`src/rtl/bswp_pkg.sv`:
```
// Shared definitions for the barrel bit swapper.
// Assumes the default word is 64 bits made of 8-bit lanes.
package bswp_pkg;
    localparam int unsigned WORD_W = 64;
    localparam int unsigned LANE_W = 8;

    typedef enum logic {
        MODE_SIMPLE = 1'b0,
        MODE_FIELD  = 1'b1
    } swap_mode_e;
endpackage

```
`src/rtl/bswp_enable_decode.sv`:
```
// Turns the mode and the control word into one enable bit per stage per
// data bit. Assumes DATA_W = LANE_W * LANE_W, so that each stage field is
// LANE_W bits wide and can cover either every byte or every lane position.
module bswp_enable_decode
    import bswp_pkg::*;
#(
    parameter int unsigned DATA_W = WORD_W,
    parameter int unsigned LANE_W = bswp_pkg::LANE_W
) (
    input  logic                                    mode_i,
    input  logic [DATA_W-1:0]                       ctrl_i,
    output logic [$clog2(DATA_W)-1:0][DATA_W-1:0]   en_o
);
    localparam int unsigned STAGES    = $clog2(DATA_W);
    localparam int unsigned INTRA     = $clog2(LANE_W);
    localparam int unsigned CTRL_USED = STAGES * LANE_W;

    logic field_mode;
    // Mode select, shared by every enable below
    assign field_mode = (swap_mode_e'(mode_i) == MODE_FIELD);

    for (genvar s = 0; s < STAGES; s++) begin : g_stage
        for (genvar i = 0; i < DATA_W; i++) begin : g_bit
            localparam int unsigned GRP = i / LANE_W;
            localparam int unsigned POS = i % LANE_W;
            if (s < INTRA) begin : g_byte_ctl
                // Intra-byte stage: one field bit per byte
                assign en_o[s][i] = field_mode ? ctrl_i[s*LANE_W + GRP] : ctrl_i[s];
            end else begin : g_lane_ctl
                // Cross-byte stage: one field bit per lane position
                assign en_o[s][i] = field_mode ? ctrl_i[s*LANE_W + POS] : ctrl_i[s];
            end
        end
    end

    if (CTRL_USED < DATA_W) begin : g_spare
        logic unused_ctrl_bits;
        // Spare control bits, kept out of every enable
        assign unused_ctrl_bits = ^ctrl_i[DATA_W-1:CTRL_USED];
    end
endmodule

```
`src/rtl/bswp_stage.sv`:
```
// One swap stage. Each bit i takes bit i^DIST when its enable is set.
// Assumes partners carry equal enables, so the stage is a true exchange.
module bswp_stage #(
    parameter int unsigned DATA_W = 64,
    parameter int unsigned DIST   = 1
) (
    input  logic [DATA_W-1:0] d_i,
    input  logic [DATA_W-1:0] en_i,
    output logic [DATA_W-1:0] d_o
);
    for (genvar i = 0; i < DATA_W; i++) begin : g_bit
        localparam int unsigned PART = i ^ DIST;
        // Two-way select between own bit and partner bit
        assign d_o[i] = en_i[i] ? d_i[PART] : d_i[i];

        // Enable from the decoder must match across the swap pair
        always_comb begin

            pair_en_chk: assert (en_i[i] == en_i[PART]);
        end
    end
endmodule

```
`src/rtl/bswp_unit.sv`:
```
// Top of the barrel bit swapper: enable decoder, a chain of swap stages
// in ascending distance order, and one output register.
// Assumes synchronous active-low reset and DATA_W = LANE_W * LANE_W.
module bswp_unit
    import bswp_pkg::*;
#(
    parameter int unsigned DATA_W = WORD_W,
    parameter int unsigned LANE_W = bswp_pkg::LANE_W
) (
    input  logic              clk,
    input  logic              rst_n,
    input  logic              mode_i,
    input  logic [DATA_W-1:0] data_i,
    input  logic [DATA_W-1:0] ctrl_i,
    output logic [DATA_W-1:0] result_o
);
    localparam int unsigned STAGES    = $clog2(DATA_W);
    localparam int unsigned CTRL_USED = STAGES * LANE_W;

    logic [STAGES-1:0][DATA_W-1:0] stage_en;
    logic [STAGES:0][DATA_W-1:0]   chain;

    bswp_enable_decode #(.DATA_W(DATA_W), .LANE_W(LANE_W)) dec_i (
        .mode_i (mode_i),
        .ctrl_i (ctrl_i),
        .en_o   (stage_en)
    );

    // Chain input is the raw data word
    assign chain[0] = data_i;

    for (genvar s = 0; s < STAGES; s++) begin : g_stage
        bswp_stage #(.DATA_W(DATA_W), .DIST(1 << s)) stage_i (
            .d_i  (chain[s]),
            .en_i (stage_en[s]),
            .d_o  (chain[s+1])
        );
    end

    // Output register, cleared by reset
    always_ff @(posedge clk) begin
        if (!rst_n) result_o <= '0;
        else        result_o <= chain[STAGES];
    end

    logic [DATA_W-1:0] data_rev;
    for (genvar i = 0; i < DATA_W; i++) begin : g_rev
        // Mirror of the input, used only by the checks below
        assign data_rev[i] = data_i[DATA_W-1-i];
    end


    reset_zero_chk: assert property (@(posedge clk) disable iff (!rst_n)
        $rose(rst_n) |-> (result_o == '0));


    perm_count_chk: assert property (@(posedge clk) disable iff (!rst_n)
        1'b1 |=> ($countones(result_o) == $countones($past(data_i))));


    full_reverse_chk: assert property (@(posedge clk) disable iff (!rst_n)
        (!mode_i && (ctrl_i[STAGES-1:0] == {STAGES{1'b1}})) |=> (result_o == $past(data_rev)));


    simple_ident_chk: assert property (@(posedge clk) disable iff (!rst_n)
        (!mode_i && (ctrl_i[STAGES-1:0] == '0)) |=> (result_o == $past(data_i)));


    field_ident_chk: assert property (@(posedge clk) disable iff (!rst_n)
        (mode_i && (ctrl_i[CTRL_USED-1:0] == '0)) |=> (result_o == $past(data_i)));
endmodule

```
`config.mk`:
```
export PLATFORM = sky130hd
export DESIGN_NAME = bswp_unit
export DESIGN_NICKNAME = d
export VERILOG_FILES = /design/src/rtl/bswp_pkg.sv /design/src/rtl/bswp_enable_decode.sv /design/src/rtl/bswp_stage.sv /design/src/rtl/bswp_unit.sv
export SDC_FILE = /design/constraint.sdc
export NUM_CORES = 1
export LEC_CHECK = 0
export BUFFER_PORTS_ARGS = -buffer_cell sky130_fd_sc_hd__buf_2
export CORE_UTILIZATION = 57
export DETAILED_ROUTE_END_ITERATION = 10
export MAX_ROUTING_LAYER = met4
export PLACE_DENSITY = 0.95
export REMOVE_ABC_BUFFERS = 1
export SKIP_LAST_GASP = 1
export SLEW_MARGIN = 30
export SYNTH_ARGS = -nofsm -noshare
export SYNTH_HDL_FRONTEND = slang
export SYNTH_SLANG_ARGS = --single-unit
```
`constraint.sdc`:
```
create_clock -name clk -period 5.5 [get_ports clk]
set_input_delay 1.1 -clock clk [delete_from_list [all_inputs] [get_ports clk]]
set_output_delay 1.1 -clock clk [all_outputs]
set_load 0.005 [all_outputs]
```
==> results of run 1 <==
## cell usage in the layout, fill, tap and decap left out
cell and n:
mux4_2 19, nor2b_1 14, mux2i_4 7, nand3_1 8, mux2i_2 6, nor2_1 8, buf_2 178, buf_4 4
nand2b_1 1, and2_1 7, mux2i_1 146, and2b_1 4, clkbuf_1 2, diode_2 1, o22ai_1 64, and2_2 1
a22oi_1 64, nor2b_2 1, clkbuf_8 12, a21oi_4 2, mux4_1 37, dfxtp_1 64, buf_12 1, nand2_1 56
a21oi_1 3, a21oi_2 19
## worst max-delay path, cell delays in order
cell     delay, ps
buf_2          350
buf_4          370
mux2i_4        430
mux4_1         680
mux2i_1        460
mux2i_1        180
mux2i_1        250
o22ai_1        120
## layout make-up
type	instances	area [um^2]	share of cell area (%)
Multi-Input combinational cell	467	4661	64.48
Tap cell	136	170.2	2.354
Antenna cell	1	2.502	0.03462
Timing Repair Buffer	183	940.9	13.02
Sequential cell	64	1281	17.73
Clock buffer	14	172.7	2.389
## where the power goes
group / internal [mW] / switching, mW
Clock: 0.196 / 0.171
Combinational: 0.366 / 0.479
Sequential: 0.541 / 0.0180
## cell usage after synthesis
cell / instances
buf_6: 5
nand2_1: 56
a21oi_2: 19
buf_2: 1
mux2i_2: 6
nand2b_1: 1
and2_2: 1
nor2b_1: 15
a21oi_4: 2
clkbuf_4: 1
mux2i_1: 146
dfxtp_1: 64
nor2_1: 8
a22oi_1: 64
clkbuf_1: 2
mux2i_4: 7
nand3_1: 8
mux4_2: 19
o22ai_1: 64
mux4_1: 37
clkbuf_8: 2
and2_1: 7
and2b_1: 4
a21oi_1: 3
buf_12: 1
dlygate4sd1_1: 1
buf_4: 3
## layer usage
metal  part of all wire (%)  wire (um)  up-vias
met5                      0          0        -
met4                    4.0        737        0
met3                    9.7       1776       76
met2                     49       9079      409
met1                     37       6760     2877
li1                       -          -     2663
## how the worst max path moves through the flow
stage | startpoint | endpoint | slack (ps)
3_5_place_dp | mode_i | result_o[40]$_SDFF_PN0_ | 1510
2_1_floorplan | mode_i | result_o[10]$_SDFF_PN0_ | 2610
5_1_grt | mode_i | result_o[24]$_SDFF_PN0_ | 1710
6_report | mode_i | result_o[1]$_SDFF_PN0_ | 1770
4_1_cts | mode_i | result_o[40]$_SDFF_PN0_ | 1880
3_3_place_gp | mode_i | result_o[40]$_SDFF_PN0_ | 1620
## cell families (layout without fill, tap and decap cells)
family | Yosys count | count (layout) | share of synthesized area, %
other | 0 | 1 | 0
flip-flops | 64 | 64 | 21.02
multiplexers | 215 | 215 | 50.89
buffers and inverters | 16 | 197 | 2.546
AND/OR/NAND/NOR | 100 | 100 | 7.576
AO/OA/AOI/OAI | 152 | 152 | 17.96
==> impl_metrics.ini, run 1 <==
[worst_setup_path]
crit_required_ps = 5730
crit_fanout = 13
cp-start-kind = input pin
crit_arrival_ps = 3950
critical_path_class = input pin to register
end_kind = register

[clock_tree]
clockBufferDepth = 2
numClockSinks = 64
numCtsBuffers = 9
path_clk_slew_ps = 60
postCtsHoldBufs = 0
cts_max_level = 3
clockRootBuffer = clkbuf_8
post-cts-setup-buffers = 0
cts_tree = built
cts_resized = 0

[cells_and_area]
final_area_um2 = 7228
fin_cells = 865
top_regs = result_o: 64 flops
largest-register = result_o
syn2layout_area_growth_pct = 18.60
drive_gt1_share_pct = 34.34
n_fill_cell = 765
post-route-util_pct = 70.02
largest_reg_flops = 64
nNetsFinal = 856

[synthesis]
synth.cell_area_um2 = 6095
seq_area_frac_synth_pct = 21.02
yosysTopAreaCell = mux2i_1
syn_inst = 547
synth.avg_cell_area_um2 = 11.14
ys_seq_elements = 64
yosys_warnings = 0
synth_top_area_share_pct = 23.98
ys_types = 27
synthTopCellsByArea = mux2i_1 (24%), dfxtp_1 (21%), mux4_1 (16%)

[sta]
slew_violations = 0
worst_pin_slew_ps = 779.3
min_period_over_period_pct = 67.74
rsz0062_at_grt = no
fmax_mhz = 268.4
setup_ws_ps = 1774
whs_ps = 1245
slew_headroom_pct = 46.56
hold_viol = 0
setup_tns_ps = 0
finalSetupViolCount = 0
fin_crit_ps = 3726

[global_routing]
overflow = 0
grt_max_degree = 21
busiest_layer = met2
grt_util_met2_pct = 56.77
grt_pass1_vias = 5618
gr-usage-met1_pct = 39.35
grt_use_total_pct = 33.51
grt_util_met3_pct = 5.380
grt_first_pass_wirelength_um = 27880
antenna_found_initial = 0

[die]
start_util_pct = 59.04
die_h_um = 105.4
dieArea_um2 = 11110
die_x_um = 105.4
io_pins = 195
rows = 37
core_area_um2 = 10320

[hold_path]
worstHoldPathCells = 4
hold_class = input pin to register
holdPathEnd = result_o[17]$_SDFF_PN0_
min_from = ctrl_i[41]

[placement]
postPlaceCellArea_um2 = 7053
dp_hpwl_um = 14600
dp_slack_ps = 1506
portBuffers = 178
gp_congestion = 0.9294
dp_cells = 850

[outcome]
status = completed

[routing]
routed_via_density = 6.965
drt-total-wl_um = 18350
vias = 6025
drtPass1Iterations = 5
drt-wirelength-per-cell_um = 21.22
dr.first_iter.drc_count = 455
ant_nets = 0
route.detailed.drc = 0

[pwr]
powerDensity_nw_per_um2 = 245.0
p_leak_nw = 3.476
finalPower_mw = 1.771
ir_drop_v = 0.0001368

[run]
cap_violations = 0
No activity file was read; power rests on OpenSTA's default activity.
==> run 2, diff against run 1 <==
--- a/config.mk
+++ b/config.mk
@@ -6,10 +6,10 @@
 export NUM_CORES = 1
 export LEC_CHECK = 0
 export BUFFER_PORTS_ARGS = -buffer_cell sky130_fd_sc_hd__buf_2
-export CORE_UTILIZATION = 57
+export CORE_UTILIZATION = 48
 export DETAILED_ROUTE_END_ITERATION = 10
 export MAX_ROUTING_LAYER = met4
-export PLACE_DENSITY = 0.95
+export PLACE_DENSITY = 0.89
 export REMOVE_ABC_BUFFERS = 1
 export SKIP_LAST_GASP = 1
 export SLEW_MARGIN = 30
==> constraint.sdc (replaced) <==
create_clock -name clk -period 3.09 [get_ports clk]
set_input_delay 0.618 -clock clk [delete_from_list [all_inputs] [get_ports clk]]
set_output_delay 0.618 -clock clk [all_outputs]
set_load 0.005 [all_outputs]
==> impl_metrics.ini, run 2 (synthesis gave the netlist of run 1 again) <==
[outcome]
status = completed

[cells_and_area]
final_common_cell = buf_2
register_area_um2 = 1281
multi_input_area_um2 = 4658
nNetsFinal = 891
top_regs = result_o: 64 flops
drive_gt1_share_pct = 37.04
largest_reg_flops = 64
final_area_um2 = 7636
layout_common_cells = buf_2 (177), mux2i_1 (146), a22oi_1 (64), o22ai_1 (64), dfxtp_1 (64)
n_fill_cell = 1024
largest-register = result_o
antenna_cells = 0
syn2layout_area_growth_pct = 25.29

[clock_tree]
path_clk_slew_ps = 50
numClockSinks = 64
cts_tree = built
clockRootBuffer = clkbuf_16
clockBufferDepth = 2
cts_max_level = 3
numCtsBuffers = 9
post-cts-setup-buffers = 0
postCtsHoldBufs = 0
cts_resized = 0

[pwr]
seq_power_share_pct = 28.5
p_clk_share_pct = 26.2
switching_share_pct = 35.32
p_int_mw = 2.263
power_frac_comb_pct = 45.3
finalPower_mw = 3.498
p_leak_nw = 3.689
powerDensity_nw_per_um2 = 458.1
p_switching_mw = 1.236
ir_drop_v = 0.0002595

[global_routing]
overflow = 0
grt_use_total_pct = 29.38
grt_util_met3_pct = 3.917
antenna_found_initial = 0
grt_first_pass_wirelength_um = 28350
grt_max_degree = 25
busiest_layer = met2
gr-usage-met1_pct = 36.31
grt_util_met2_pct = 48.57
grt_pass1_vias = 5635

[worst_setup_path]
cp-start-kind = input pin
crit_arrival_ps = 2930
critical_path_class = input pin to register
cp-startpoint = mode_i
crit_fanout = 24
worstSetupEndpoint = result_o[14]$_SDFF_PN0_
crit_required_ps = 3290
end_kind = register

[placement]
portBuffers = 178
dp_slack_ps = 57.09
dp_hpwl_um = 15020
postPlaceCellArea_um2 = 7368
gp_congestion = 0.9256

[die]
core_area_um2 = 12210
start_util_pct = 49.91
rows = 40
die_x_um = 114.7
io_pins = 195
die_h_um = 114.7
dieArea_um2 = 13150

[sta]
worst_pin_slew_ps = 642.6
setup_tns_ps = 0
min_period_over_period_pct = 88.48
slew_headroom_pct = 57.16
hold_viol = 0
finalSetupViolCount = 0
setup_ws_ps = 355.9
fmax_mhz = 365.7
rsz0062_at_grt = no
fin_crit_ps = 2734
slew_violations = 0
whs_ps = 769.3

[routing]
routed_via_density = 6.411
route.detailed.drc = 0
drtPass1Iterations = 5
ant_nets = 0
drt-wirelength-per-cell_um = 20.25
vias = 5975
dr.first_iter.drc_count = 514
drt-total-wl_um = 18870

[run]
cap_violations = 0

[hold_path]
hold_class = input pin to register
[run 2: cell types whose count changed in the layout (fill, tap and decap cells not counted), sizes merged]
cell | previous run | this run
buf | 183 | 218
clkbuf | 14 | 15
diode | 1 | 0
[run 2: final cells by class]
type	instances	area share, %
timing repair buffer	218	15.96
tap	168	2.753
sequential	64	16.78
multi-input combinational	467	61.00
clock buffer	15	3.506
[run 2: worst min path at each step]
stage / from / end / cells after the start
after floorplan: rst_n / result_o[0]$_SDFF_PN0_ / 2
final: ctrl_i[45] / result_o[29]$_SDFF_PN0_ / 4
after global placement: result_o[56]$_SDFF_PN0_ / result_o[56] / 1
after detailed placement: result_o[32]$_SDFF_PN0_ / result_o[32] / 1
after global routing: ctrl_i[44] / result_o[20]$_SDFF_PN0_ / 4
after CTS: ctrl_i[45] / result_o[29]$_SDFF_PN0_ / 4
[run 2: metrics by stage]
stage,instances,utilization [%]
after floorplan,531,-
final,932,62.53
after detailed placement,917,60.34
after global placement,917,60.34
after global routing,932,62.53
after CTS,932,62.53
[run 2: power groups by stage]
stage | sequential [mW] | clock, mW | combinational, mW
floorplan | 1.04 | 0 | 0.924
global placement | 1.01 | 0 | 1.50
detailed placement | 1.01 | 0 | 1.55
CTS | 0.999 | 0.922 | 1.56
global route | 1.01 | 0.959 | 1.70
finish | 0.998 | 0.917 | 1.58
[run 2: per-layer routing]
layer	vias to the layer above	routed length [um]
met5	-	0
met4	0	504
met3	36	1372
met2	323	9245
met1	2884	7748
li1	2732	-
[run 2: worst max-delay path, cell delays in order]
cell,delay (ps)
buf_4,120
buf_12,220
mux2i_1,350
buf_4,200
mux4_1,620
mux2i_1,360
a22oi_1,160
nand2_1,140
o22ai_1,110
==> run 3, diff against run 2 <==
--- a/config.mk
+++ b/config.mk
@@ -9,7 +9,7 @@
 export CORE_UTILIZATION = 48
 export DETAILED_ROUTE_END_ITERATION = 10
 export MAX_ROUTING_LAYER = met4
-export PLACE_DENSITY = 0.89
+export PLACE_DENSITY_LB_ADDON = 0.1
 export REMOVE_ABC_BUFFERS = 1
 export SKIP_LAST_GASP = 1
 export SLEW_MARGIN = 30
==> impl_metrics.ini, run 3 (synthesis gave the netlist of run 1 again) <==
[outcome]
status = completed

[hold_path]
holdPathEnd = result_o[31]$_SDFF_PN0_
worstHoldPathCells = 4
min_from = ctrl_i[47]
hold_class = input pin to register

[pwr]
p_clk_share_pct = 27.2
p_leak_nw = 3.666
seq_power_share_pct = 28.5
p_int_mw = 2.280
p_switching_mw = 1.211
powerDensity_nw_per_um2 = 459.4
ir_drop_v = 0.0003166
switching_share_pct = 34.70
power_frac_comb_pct = 44.3

[routing]
vias = 5845
drt-total-wl_um = 18500
ant_nets = 0
routed_via_density = 6.333
route.detailed.drc = 0
dr.first_iter.drc_count = 509
drt-wirelength-per-cell_um = 20.04
drtPass1Iterations = 5

[sta]
setup_ws_ps = 321.3
finalSetupViolCount = 0
setup_tns_ps = 0
slew_violations = 0
hold_viol = 0
rsz0062_at_grt = no
worst_pin_slew_ps = 766.9
fmax_mhz = 361.2
fin_crit_ps = 2769
min_period_over_period_pct = 89.60
slew_headroom_pct = 48.77

[cells_and_area]
final_common_cell = buf_2
layout_common_cells = buf_2 (177), mux2i_1 (146), a22oi_1 (64), o22ai_1 (64), dfxtp_1 (64)
antenna_cells = 0
n_fill_cell = 1078
syn2layout_area_growth_pct = 24.68
largest_reg_flops = 64
nNetsFinal = 884
largest-register = result_o
drive_gt1_share_pct = 36.95
top_regs = result_o: 64 flops
fin_cells = 923

[clock_tree]
path_clk_slew_ps = 50
numCtsBuffers = 9
clockBufferDepth = 2
clockRootBuffer = clkbuf_16
postCtsHoldBufs = 0
cts_max_level = 3
cts_tree = built
post-cts-setup-buffers = 0
cts_resized = 0
numClockSinks = 64

[placement]
gp_congestion = 0.8940
dp_cells = 910
portBuffers = 178
dp_slack_ps = 10.13
dp_hpwl_um = 15050

[worst_setup_path]
end_kind = register
crit_required_ps = 3300
crit_arrival_ps = 2980
crit_fanout = 12
critical_path_class = input pin to register
cp-start-kind = input pin

[die]
start_util_pct = 49.91
die_h_um = 114.7
rows = 40
dieArea_um2 = 13150
die_x_um = 114.7
io_pins = 195
core_area_um2 = 12210

[global_routing]
antenna_found_initial = 0
grt_max_degree = 19
overflow = 0
grt_pass1_vias = 5555
grt_first_pass_wirelength_um = 28430
grt_use_total_pct = 29.78

[run]
cap_violations = 0
## run 3: cell types whose count changed in the layout (fill, tap and decap cells not counted)
cell      change
buf_4         -7
clkbuf_1      -4
nor2b_1       -1
clkbuf_8      +2
nor2b_2       +1
## run 3: through the flow
step	power, mW	cell area (um^2)	hold WS, ps	utilization, %
2_1_floorplan	1.960	5939	890.9	-
3_3_place_gp	2.487	7316	993.5	59.91
3_5_place_dp	2.535	7318	993.3	59.93
4_1_cts	3.495	7599	761.9	62.22
5_1_grt	3.688	7599	804.2	62.22
6_report	3.491	7599	779.1	62.22
## run 3: how the worst max path moves through the flow
| stage | from | endpoint | slack, ps | depth (start not counted) |
|---|---|---|---|---|
| 2_1_floorplan | mode_i | result_o[10]$_SDFF_PN0_ | 680 | 6 |
| 3_3_place_gp | mode_i | result_o[53]$_SDFF_PN0_ | 80 | 8 |
| 3_5_place_dp | mode_i | result_o[21]$_SDFF_PN0_ | 10 | 8 |
| 4_1_cts | mode_i | result_o[21]$_SDFF_PN0_ | 370 | 8 |
| 5_1_grt | mode_i | result_o[28]$_SDFF_PN0_ | 190 | 8 |
| 6_report | mode_i | result_o[10]$_SDFF_PN0_ | 320 | 8 |
## run 3: area by class of cell
type / instances / area [um^2] / area share, %
Clock buffer: 13 / 280.3 / 3.688
Multi-Input combinational cell: 467 / 4661 / 61.34
Sequential cell: 64 / 1281 / 16.86
Tap cell: 168 / 210.2 / 2.766
Timing Repair Buffer: 211 / 1166 / 15.35
## run 3: power by group through the flow
| stage | Clock, mW | Sequential, mW | Combinational, mW |
|---|---|---|---|
| 6_report | 0.949 | 0.995 | 1.55 |
| 5_1_grt | 1.01 | 1.01 | 1.67 |
| 4_1_cts | 0.969 | 0.996 | 1.53 |
| 3_5_place_dp | 0 | 1.01 | 1.52 |
| 3_3_place_gp | 0 | 1.00 | 1.48 |
| 2_1_floorplan | 0 | 1.04 | 0.924 |
## run 3: layer usage
layer | track usage [%] | vias up | routed length (um)
met5 | - | - | 0
met4 | 11.95 | 0 | 439
met3 | 7.358 | 35 | 1648
met2 | 47.15 | 302 | 8666
met1 | 36.47 | 2782 | 7744
li1 | - | 2726 | -
## run 3: critical path, cell delays in order
cell and delay, ps:
buf_4 140, buf_4 270, mux2i_2 460, mux4_1 650
mux2i_1 410, a22oi_1 150, nand2_1 150, o22ai_1 100
